File: src/rtl/wrap_burst_pkg.sv
package wrap_burst_pkg;

    typedef enum logic {
        ORD_INTERLEAVE = 1'b0,
        ORD_LINEAR     = 1'b1
    } burst_order_e;

endpackage

File: src/rtl/wrap_burst_state.sv
module wrap_burst_state
    import wrap_burst_pkg::*;
#(
    parameter int ADDR_W = 18,
    parameter int CNT_W  = 2
) (
    input  logic                     clk,
    input  logic                     rst_n,
    input  logic                     load,
    input  logic                     step,
    input  logic [ADDR_W-1:0]        addr_in,
    input  burst_order_e             order_in,
    output logic [ADDR_W-CNT_W-1:0]  upper_q,
    output logic [CNT_W-1:0]         start_q,
    output logic [CNT_W-1:0]         cnt_q,
    output burst_order_e             order_q
);
    localparam int UP_W = ADDR_W - CNT_W;

    typedef struct packed {
        logic [UP_W-1:0]  upper;
        logic [CNT_W-1:0] start;
        logic [CNT_W-1:0] cnt;
        burst_order_e     order;
    } state_t;

    state_t st_d, st_q;

    // Reload beats advance; otherwise hold.
    always_comb begin
        st_d = st_q;
        if (load) begin
            st_d.upper = addr_in[ADDR_W-1:CNT_W];
            st_d.start = addr_in[CNT_W-1:0];
            st_d.cnt   = '0;
            st_d.order = order_in;
        end else if (step) begin
            st_d.cnt = st_q.cnt + 1'b1;
        end
    end

    always_ff @(posedge clk or negedge rst_n) begin
        if (!rst_n) begin
            st_q <= '{upper: '0, start: '0, cnt: '0, order: ORD_INTERLEAVE};
        end else begin
            st_q <= st_d;
        end
    end

    assign upper_q = st_q.upper;
    assign start_q = st_q.start;
    assign cnt_q   = st_q.cnt;
    assign order_q = st_q.order;
endmodule

File: src/rtl/wrap_burst_order.sv
module wrap_burst_order
    import wrap_burst_pkg::*;
#(
    parameter int CNT_W = 2
) (
    input  logic [CNT_W-1:0] start_bits,
    input  logic [CNT_W-1:0] beat_cnt,
    input  burst_order_e     order,
    output logic [CNT_W-1:0] low_bits,
    output logic             final_beat
);
    logic [CNT_W-1:0] xor_bits;
    logic [CNT_W-1:0] sum_bits;

    always_comb begin
        xor_bits   = start_bits ^ beat_cnt;
        sum_bits   = start_bits + beat_cnt;
        low_bits   = (order == ORD_LINEAR) ? sum_bits : xor_bits;
        final_beat = &beat_cnt;
    end
endmodule

File: src/rtl/wrap_burst_counter.sv
module wrap_burst_counter
    import wrap_burst_pkg::*;
#(
    parameter int ADDR_W = 18,
    parameter int CNT_W  = 2
) (
    input  logic              clk,
    input  logic              rst_n,
    input  logic              ads_proc,
    input  logic              ads_ctrl,
    input  logic              adv,
    input  logic              order_sel,
    input  logic [ADDR_W-1:0] addr_in,
    output logic [ADDR_W-1:0] burst_addr,
    output logic              last_beat
);
    localparam int UP_W = ADDR_W - CNT_W;

    logic             load;
    logic [UP_W-1:0]  upper_q;
    logic [CNT_W-1:0] start_q;
    logic [CNT_W-1:0] cnt_q;
    burst_order_e     order_q;
    logic [CNT_W-1:0] low_bits;

    assign load = ads_proc | ads_ctrl;

    wrap_burst_state #(.ADDR_W(ADDR_W), .CNT_W(CNT_W)) u_state (
        .clk      (clk),
        .rst_n    (rst_n),
        .load     (load),
        .step     (adv),
        .addr_in  (addr_in),
        .order_in (burst_order_e'(order_sel)),
        .upper_q  (upper_q),
        .start_q  (start_q),
        .cnt_q    (cnt_q),
        .order_q  (order_q)
    );

    wrap_burst_order #(.CNT_W(CNT_W)) u_order (
        .start_bits (start_q),
        .beat_cnt   (cnt_q),
        .order      (order_q),
        .low_bits   (low_bits),
        .final_beat (last_beat)
    );

    assign burst_addr = {upper_q, low_bits};
endmodule

File: config.mk
export PLATFORM = sky130hd
export DESIGN_NAME = wrap_burst_counter
export DESIGN_NICKNAME = d
export VERILOG_FILES = /design/src/rtl/wrap_burst_pkg.sv /design/src/rtl/wrap_burst_state.sv /design/src/rtl/wrap_burst_order.sv /design/src/rtl/wrap_burst_counter.sv
export SDC_FILE = /design/constraint.sdc
export NUM_CORES = 1
export LEC_CHECK = 0
export ABC_AREA = 1
export BUFFER_PORTS_ARGS = -buffer_cell sky130_fd_sc_hd__buf_4
export CELL_PAD_IN_SITES_DETAIL_PLACEMENT = 0
export CELL_PAD_IN_SITES_GLOBAL_PLACEMENT = 1
export CORE_ASPECT_RATIO = 1.5
export CORE_UTILIZATION = 34
export DETAILED_ROUTE_END_ITERATION = 10
export MAX_ROUTING_LAYER = met4
export PLACE_DENSITY_LB_ADDON = 0.1
export SLEW_MARGIN = 20
export SYNTH_ARGS = -nofsm -noshare
export SYNTH_HDL_FRONTEND = slang
export SYNTH_SLANG_ARGS = --single-unit
File: constraint.sdc
create_clock -name clk -period 2.7 [get_ports clk]
set_clock_uncertainty 0.05 [all_clocks]
set_input_delay 0.54 -clock clk [delete_from_list [all_inputs] [get_ports clk]]
set_output_delay 0.54 -clock clk [all_outputs]
set_load 0.01 [all_outputs]
==> results.cfg, run 1 <==
[status]
status = finished with violations
failed_checks = design-rule violations

[placed_design]
dp_hpwl_um = 1360
port-buffer-count = 42
placed_area_um2 = 1210
dp.cells = 164
finalWeightedCongestion = 0.641

[grt]
grt_pass1_wl_um = 3170
grt_overflow_total = 0
grt_max_degree = 23
track_usage_pct = 15.4
antenna_found_initial = 0
grt_pass1_vias = 762

[drt]
firstDrtPassIters = 7
route.met3.wl_um = 115
dr_wl_met2_um = 983
num_vias = 762
wl_per_cell_um = 11.1
wirelength_um = 1860
drt-met1-wl_um = 726
highest-signal-layer = met4
drc = 2
drt_iter0_drc = 23
via_per_inst = 4.54
antenna_left = 0

[clock_network]
cts_tree = built
cts_buffers = 3
clockRootBuffer = clkbuf_4
clock-sinks = 21
htree_levels = 1
holdBufCountCts = 0
cts_setup_buffers = 0
cts.path.max_buffers = 2
postCtsResizedCells = 0
path_clk_slew_ps = 110
clock_latency_ps = 300

[timing]
setup_violations = 0
setup_tns_ps = 0
slew_headroom_pct = 70.0
fin_crit_sh_pct = 69.9
rsz0062_at_grt = false
period_needed_ps = 1890
worst_pin_slew_ps = 450
fmax_mhz = 530
hold_slack_ps = 53.2
final_max_slew_viol_count = 0
final-hold-violation-count = 0

[critical_path]
cp.required_ps = 2110
r2r_cells = 3
worstSetupStartpointType = register
rr_startpoint = u_state.cnt_q[0]
cp.arrival_ps = 1300
r2r_end = u_state.cnt_q[1]
critical_path_class = register to output pin
worstSetupEndpoint = burst_addr[1]
worst_setup_path_end_kind = output pin
rrSetupSlack_ps = 1610
crit_start = u_state.cnt_q[0]
critPathMaxFanout = 3

[hold_path]
holdCritPathClass = input pin to asynchronous set/reset pin

[yosys]
syn_inst = 101
synth_ff_type = dfrtp_1
synth_top_area_cell = dfrtp_1
synth_area_um2 = 903
synth_edf_count = 0
synthTopCellsByArea = dfrtp_1 58%, nand2_1 24%, buf_6 3.7%
synth_top_area_share_pct = 58.2
ys_types = 14
ys_ff_latch = 21
synth-async-reset-ratio_pct = 100
synth_seq_area_share_pct = 58.2
synth_most_common_cell = nand2_1
synthTopCellsByCount = 58 x nand2_1, 21 x dfrtp_1, 4 x inv_1, 3 x buf_6, 3 x nand2_2
synth_fp_nets = 127
synth_warnings = 0
synth.avg_cell_area_um2 = 8.94

[final_layout]
antenna_cells = 0
layout-drive-gt1-share_pct = 36.1
design_area_um2 = 1240
finalNonFillerCells = 168
area_growth_pct = 37.4
nets = 171
fillers = 258

[floorplanning]
start_util_pct = 36.5
dieArea_um2 = 2870
die_h_um = 65.1
coreArea_um2 = 2480
io_pins = 43
fp-row-count = 22
die_w_um = 44.1

[flow_run]
drv_cap = 0

[power_and_ir_drop]
powerDensity_nw_per_um2 = 504
leakagePower_uw = 0.000705
ir_worst_vdd_uv = 284
==> critical path, cell delays in order (launching register included) <==
cell and delay (ps):
dfrtp_1 430, ha_1 190, nand2_1 70, inv_1 40, nand3_1 70, nand2_1 50, inv_1 40, buf_4 110
==> state kept, by name (all words and copies together) (netlist names) <==
| name | flops |
|---|---|
| u_state.start_q | 2 |
| u_state.order_q | 1 |
| u_state.cnt_q | 2 |
| u_state.upper_q | 16 |
==> cells by family after synthesis <==
group	share of synthesized area, %
AO/OA/AOI/OAI	1.11
XOR/XNOR	0.970
flip-flops	58.2
buffers and inverters	6.09
AND/OR/NAND/NOR	30.9
adder cells (fa/ha/maj)	2.77
==> cell usage in the layout (no fill, tap or decap) <==
master and instances:
nand2_1 58, buf_4 42, dfrtp_1 21, inv_1 4
nand2_2 3, clkbuf_4 3, nand3_1 2, nor2_4 2
ha_1 2, inv_4 1, nor2_1 1, a21oi_1 1
nor2_2 1, o21ai_0 1, xnor2_1 1, clkbuf_1 1
==> through the flow <==
step	power, uW	util (%)	setup slack (ps)
4_1_cts	639	50.1	774
3_5_place_dp	488	49.0	1070
6_report	625	50.1	812
5_1_grt	661	50.1	732
2_1_floorplan	414	-	1260
3_3_place_gp	485	49.0	1100
==> how the worst min path moves through the flow <==
stage	startpoint	endpoint	slack, ps	depth (start not counted)
global route	rst_n	u_state.start_q[1]	60	1
CTS	rst_n	u_state.order_q	50	1
floorplan	rst_n	u_state.cnt_q[0]	190	0
global placement	rst_n	u_state.upper_q[13]	390	1
finish	rst_n	u_state.upper_q[9]	50	1
detailed placement	rst_n	u_state.upper_q[13]	390	1
==> power by group <==
part,switching (uW),internal [uW],total (uW)
Clock,88.7,57.6,146
Combinational,59.8,65.3,125
Sequential,14.9,339,354
Total,163,462,625
==> cell type report <==
cell class	count	area [um2]	area share, %
inverter	5	21.3	1.71
timing repair buffer	42	315	25.4
sequential	21	526	42.3
clock buffer	4	26.3	2.12
tap	24	30.0	2.42
multi-input combinational	72	323	26.0
==> layer usage <==
layer | global-route usage, % | vias up
met1 | 18.6 | 344
met4 | 9.09 | 0
met5 | - | -
li1 | - | 388
met2 | 24.3 | 26
met3 | 1.65 | 4
Power figures use the tool's default switching activity.
==> inputs of run 2 (changes only) <==
--- a/config.mk
+++ b/config.mk
@@ -10,7 +10,7 @@
 export CELL_PAD_IN_SITES_DETAIL_PLACEMENT = 0
 export CELL_PAD_IN_SITES_GLOBAL_PLACEMENT = 1
 export CORE_ASPECT_RATIO = 1.5
-export CORE_UTILIZATION = 34
+export CORE_UTILIZATION = 28
 export DETAILED_ROUTE_END_ITERATION = 10
 export MAX_ROUTING_LAYER = met4
 export PLACE_DENSITY_LB_ADDON = 0.1
==> constraint.sdc (replaced) <==
create_clock -name clk -period 1.6 [get_ports clk]
set_clock_uncertainty 0.05 [all_clocks]
set_input_delay 0.32 -clock clk [delete_from_list [all_inputs] [get_ports clk]]
set_output_delay 0.32 -clock clk [all_outputs]
set_load 0.01 [all_outputs]
==> run 2 against run 1 <==
Against the previous run: sequential share of layout area decreased by 3.5 points; the run now ends clean; critical endpoint is now last_beat; final cell count up 13%; non-clock buffer count grew 6; worst hold slack better by 150 ps; via count grew 4.1%; global-route usage is 2.0 points lower; critical path depth is 3 lower; combinational power rose by 87%; routed wire length grew 10%; flip-flop and latch count did not move.
==> results.cfg, run 2 (same netlist as run 1, synthesis figures left out) <==
[final_layout]
final_common_cell = nand2_1
nets = 177
layout-drive-gt1-share_pct = 43.3
finalNonFillerCells = 189
design_area_um2 = 1350
area_growth_pct = 49.9
utilization_pct = 45.5
layout_common_cells = 56 x nand2_1, 45 x buf_4, 21 x dfrtp_1, 5 x nand2_2, 3 x clkbuf_8
fillers = 327
antenna_cells = 0
largest_reg_flops = 16

[timing]
slew_headroom_pct = 82.1
fmax_mhz = 641
final_max_slew_viol_count = 0
hold_slack_ps = 208
fin_ws_ps = 39.6
rsz0062_at_grt = true
period_needed_ps = 1560
final-hold-violation-count = 0
fin_crit_sh_pct = 97.5
worst_pin_slew_ps = 269
setup_violations = 0

[grt]
grt_pass1_wl_um = 3440
grt_pass1_vias = 818
grt_overflow_total = 0
antenna_found_initial = 0
grt_max_degree = 23
track_usage_pct = 13.3

[critical_path]
rrSetupSlack_ps = 320
critical_path_class = register to output pin
worstSetupStartpointType = register
critPathMaxFanout = 2
cpLargestDelayFamily = flip-flops
crit_buf_inv = 3
worst_setup_path_end_kind = output pin
cp.arrival_ps = 1190
r2r_cells = 5
crit_path_top_delay_cell = dfrtp_1
cp.required_ps = 1230
r2r_end = u_state.cnt_q[1]
rr_startpoint = u_state.cnt_q[0]
path_cells = buf_4, buf_4, ha_2, buf_6
cp_common_cell = buf_4
slowest_delay_ps = 390

[placed_design]
dp_hpwl_um = 1490
finalWeightedCongestion = 0.662
dp.cells = 181
dp_slack_ps = 266
placed_area_um2 = 1250
port-buffer-count = 42

[hold_path]
holdPathStages = 3
holdCritPathClass = input pin to register
whs_endpoint = u_state.upper_q[2]
min-delay-start = addr_in[4]

[power_and_ir_drop]
swShare_pct = 24.6
clkPwrFrac_pct = 28.3
p_int_uw = 874
p_sw_uw = 285
power_frac_comb_pct = 20.2
leakagePower_uw = 0.000741
ir_worst_vdd_uv = 375
p_seq_share_pct = 51.5
powerDensity_nw_per_um2 = 856

[clock_network]
htree_levels = 1
clock-sinks = 21
clockRootBuffer = clkbuf_8
cts_buffers = 3
cts.path.max_buffers = 2
cts_tree = built
clock_latency_ps = 250
path_clk_slew_ps = 70

[floorplanning]
fp-row-count = 24
start_util_pct = 30.4
dieArea_um2 = 3460
die_w_um = 48.4
die_h_um = 71.6
coreArea_um2 = 2970
io_pins = 43

[drt]
num_vias = 793
via_per_inst = 4.20
wirelength_um = 2050
antenna_left = 0
drc = 0
wl_per_cell_um = 10.9
firstDrtPassIters = 4
drt_iter0_drc = 3

[flow_run]
drv_cap = 0

[status]
status = completed
run 2: cell types whose count changed in the layout (fill, tap and decap cells not counted):
cell           change
dlygate4sd3_1      +1
ha_2               +2
inv_1              -2
ha_1               -2
clkbuf_8           +3
buf_4              +3
clkbuf_4           -3
nand3_2            +2
buf_6              +2
inv_2              +2
nand2_2            +2
nand3_1            -2
nand2_1            -2
run 2: worst max path at each step:
stage                        from  depth (start not counted)             to
6_report         u_state.cnt_q[0]                          4      last_beat
5_1_grt          u_state.cnt_q[0]                          6  burst_addr[1]
4_1_cts        u_state.start_q[0]                          7  burst_addr[1]
3_5_place_dp     u_state.cnt_q[0]                          7  burst_addr[1]
3_3_place_gp     u_state.cnt_q[0]                          7  burst_addr[1]
2_1_floorplan    u_state.cnt_q[0]                          6  burst_addr[1]
run 2: tightest hold or removal path, stage by stage:
cell	delay (ps)
buf_4	70
nand2_1	40
nand2_1	40
run 2: cell type report:
class | instances | area (um2) | area share (%)
sequential | 21 | 526 | 38.8
timing repair buffer | 48 | 370 | 27.4
multi-input combinational | 72 | 343 | 25.3
tap | 39 | 48.8 | 3.60
clock buffer | 4 | 45.0 | 3.33
inverter | 5 | 21.3 | 1.57
run 2: power groups by stage:
stage	Combinational, uW	Clock (uW)	Sequential, uW
6_report	234	328	596
5_1_grt	262	365	602
4_1_cts	227	352	596
3_5_place_dp	223	0	606
3_3_place_gp	219	0	605
2_1_floorplan	77.5	0	620
run 2: metal layers:
layer | GRT usage [%] | part of all wire, % | vias to the layer above
li1 | - | - | 401
met1 | 14.0 | 38 | 366
met2 | 24.1 | 56 | 22
met3 | 1.91 | 4.6 | 4
met4 | 6.86 | 1.3 | 0
met5 | - | 0 | -
run 2: what timing repair did:
item | 4_1_cts | 5_1_grt
hold buffers | 1 | 0
gates resized for setup | 1 | 9
endpoints found under the hold margin | 21 | 0
endpoints found under the setup margin | 1 | 1
pin swaps | 0 | 4
buffers inserted | 1 | 2
run 2: through the flow:
step                TNS [ps]  total power [uW]
floorplan                  0               698
global placement           0               825
finish                     0              1160
global route           -8.92              1230
detailed placement         0               829
CTS                        0              1170
==> inputs of run 3 (changes only) <==
--- a/config.mk
+++ b/config.mk
@@ -5,15 +5,16 @@
 export SDC_FILE = /design/constraint.sdc
 export NUM_CORES = 1
 export LEC_CHECK = 0
-export ABC_AREA = 1
 export BUFFER_PORTS_ARGS = -buffer_cell sky130_fd_sc_hd__buf_4
+export CAP_MARGIN = 5
 export CELL_PAD_IN_SITES_DETAIL_PLACEMENT = 0
 export CELL_PAD_IN_SITES_GLOBAL_PLACEMENT = 1
 export CORE_ASPECT_RATIO = 1.5
-export CORE_UTILIZATION = 28
+export CORE_UTILIZATION = 31
 export DETAILED_ROUTE_END_ITERATION = 10
 export MAX_ROUTING_LAYER = met4
 export PLACE_DENSITY_LB_ADDON = 0.1
+export RECOVER_POWER = 100
 export SLEW_MARGIN = 20
 export SYNTH_ARGS = -nofsm -noshare
 export SYNTH_HDL_FRONTEND = slang
==> run 3 against run 2 <==
Against the previous run: first-iteration DRC count grew to 3.0 times the previous value; largest cell class unchanged; highest routed layer unchanged; global-route usage down 1.5 points; largest power group unchanged; final area decreased by 13%.
==> results.cfg, run 3 <==
[yosys]
synth_seq_area_share_pct = 59.5
synth_warnings = 0
ys_ff_latch = 21
synth_top_area_share_pct = 59.5
synth_top_area_cell = dfrtp_1
synthMuxAreaShare_pct = 29.6
yosys.area_share.simple_pct = 2.83
synth-async-reset-ratio_pct = 100
synth.avg_cell_area_um2 = 17.3
synth_ff_type = dfrtp_1
synthTopCellsByArea = dfrtp_1 59%, mux2_4 17%, mux2_2 11%
synth_top_family_by_area = multiplexers
synth_area_um2 = 883
syn_inst = 51
synth_edf_count = 0
synth-adder-area-share_pct = 2.83
synth_most_common_cell = dfrtp_1
synth_compound_area_share_pct = 0
ys_types = 11
synthTopCellsByCount = 21 x dfrtp_1, 10 x mux2_4, 9 x mux2_2
synthXorXnorAreaFrac_pct = 2.97
synth_fp_nets = 77

[drt]
drt_iter0_drc = 9
num_vias = 567
antenna_left = 0
via_per_inst = 4.20
firstDrtPassIters = 2
wl_per_cell_um = 12.4
drc = 0
wirelength_um = 1680

[final_layout]
layout-drive-gt1-share_pct = 39.8
largest_reg_flops = 16
final_common_cell = buf_4
finalNonFillerCells = 135
layout_common_cells = 22 x buf_4, 21 x dfrtp_1, 19 x clkbuf_1, 9 x mux2_1, 9 x mux2_2
antenna_cells = 0
nets = 125
area_growth_pct = 33.4
design_area_um2 = 1180

[critical_path]
critPathMaxFanout = 2
cp.required_ps = 1230
worstSetupStartpointType = register
worst_setup_path_end_kind = output pin
rr_startpoint = u_state.cnt_q[0]
rrSetupSlack_ps = 540
crit_start = u_state.start_q[0]
critical_path_class = register to output pin
cp.arrival_ps = 1150

[timing]
slew_headroom_pct = 66.3
fin_crit_sh_pct = 95.0
rsz0062_at_grt = false
setup_tns_ps = 0
period_needed_ps = 1520
final_max_slew_viol_count = 0
setup_violations = 0
worst_pin_slew_ps = 505
fmax_mhz = 658
final-hold-violation-count = 0
fin_ws_ps = 80.7

[grt]
grt_max_degree = 22
grt_pass1_wl_um = 2420
antenna_found_initial = 0
grt_overflow_total = 0
grt_pass1_vias = 515
track_usage_pct = 11.9

[clock_network]
cts_buffers = 3
path_clk_slew_ps = 80
clock-sinks = 21
postCtsResizedCells = 0
clockRootBuffer = clkbuf_8
cts_tree = built
clock_latency_ps = 250
htree_levels = 1
cts.path.max_buffers = 2

[status]
status = completed

[power_and_ir_drop]
powerDensity_nw_per_um2 = 940
ir_worst_vdd_uv = 464
leakagePower_uw = 0.000532
p_total_uw = 1110

[floorplanning]
io_pins = 43
dieArea_um2 = 3070
start_util_pct = 33.0
coreArea_um2 = 2680
fp-row-count = 23
die_w_um = 45.6
die_h_um = 67.4

[flow_run]
drv_cap = 0

[placed_design]
dp_slack_ps = 316
port-buffer-count = 42
placed_area_um2 = 1240
finalWeightedCongestion = 0.704
dp.cells = 130
dp_hpwl_um = 1270

[hold_path]
holdCritPathClass = input pin to register
min-delay-start = ads_proc
[run 3: changes by cell type after synthesis, sizes merged, moves of 3 or more]
| cell | previous run | this run |
|---|---|---|
| mux2 | 0 | 19 |
| nor2 | 4 | 1 |
| nand2 | 61 | 1 |
| inv | 5 | 0 |
[run 3: routing by layer]
metal	wire, um	track usage [%]	vias to the layer above	share of wire (%)
li1	-	-	272	-
met1	642	13.8	270	38
met2	910	18.0	23	54
met3	110	2.41	2	6.6
met4	14	7.95	0	0.83
met5	0	-	-	0
[run 3: final timing paths]
path / to / cells past startpoint
hold / removal: u_state.cnt_q[1] / 2
setup reg to reg: u_state.cnt_q[1] / 3
setup / recovery: burst_addr[1] / 4
hold reg to reg: u_state.upper_q[6] / 1
min in group asynchronous: u_state.order_q / 2
max in group asynchronous: u_state.upper_q[6] / 2
[run 3: through the flow]
step / hold slack (ps) / utilization (%)
2_1_floorplan: -25.6 / -
3_3_place_gp: 167 / 46.5
3_5_place_dp: 171 / 46.5
4_1_cts: 204 / 48.6
5_1_grt: 204 / 44.0
6_report: 210 / 44.0
[run 3: cell type report]
class                   count  area [um2]
repair buffers             44         256
multi-input cells          29         304
fillers                   286        1500
clock inverters             1        5.00
clock buffers               3        41.3
flip-flops and latches     21         526
well taps                  37        46.3
[run 3: cell families (layout without fill, tap and decap cells)]
kind of cell             count (synthesis)  count (layout)
XOR/XNOR                                 3               3
adder cells (fa/ha/maj)                  2               2
buffers and inverters                    1              48
flip-flops                              21              21
multiplexers                            20              20
AND/OR/NAND/NOR                          4               4
[run 3: where the power goes]
part           total [uW]  switching, uW  internal (uW)
registers             597           24.1            573
logic                 176           80.0           95.7
clock network         335            162            173
total                1110            266            841
[run 3: worst max-delay path: stages, from the launching register on]
cell and delay, ps:
dfrtp_1 390, ha_1 190, nand2_1 60, xnor2_1 110
buf_4 130
[run 3: what timing repair did]
action                    4_1_cts  5_1_grt
buffers inserted                0        0
hold endpoints to repair       21        0
hold buffers                    1        0
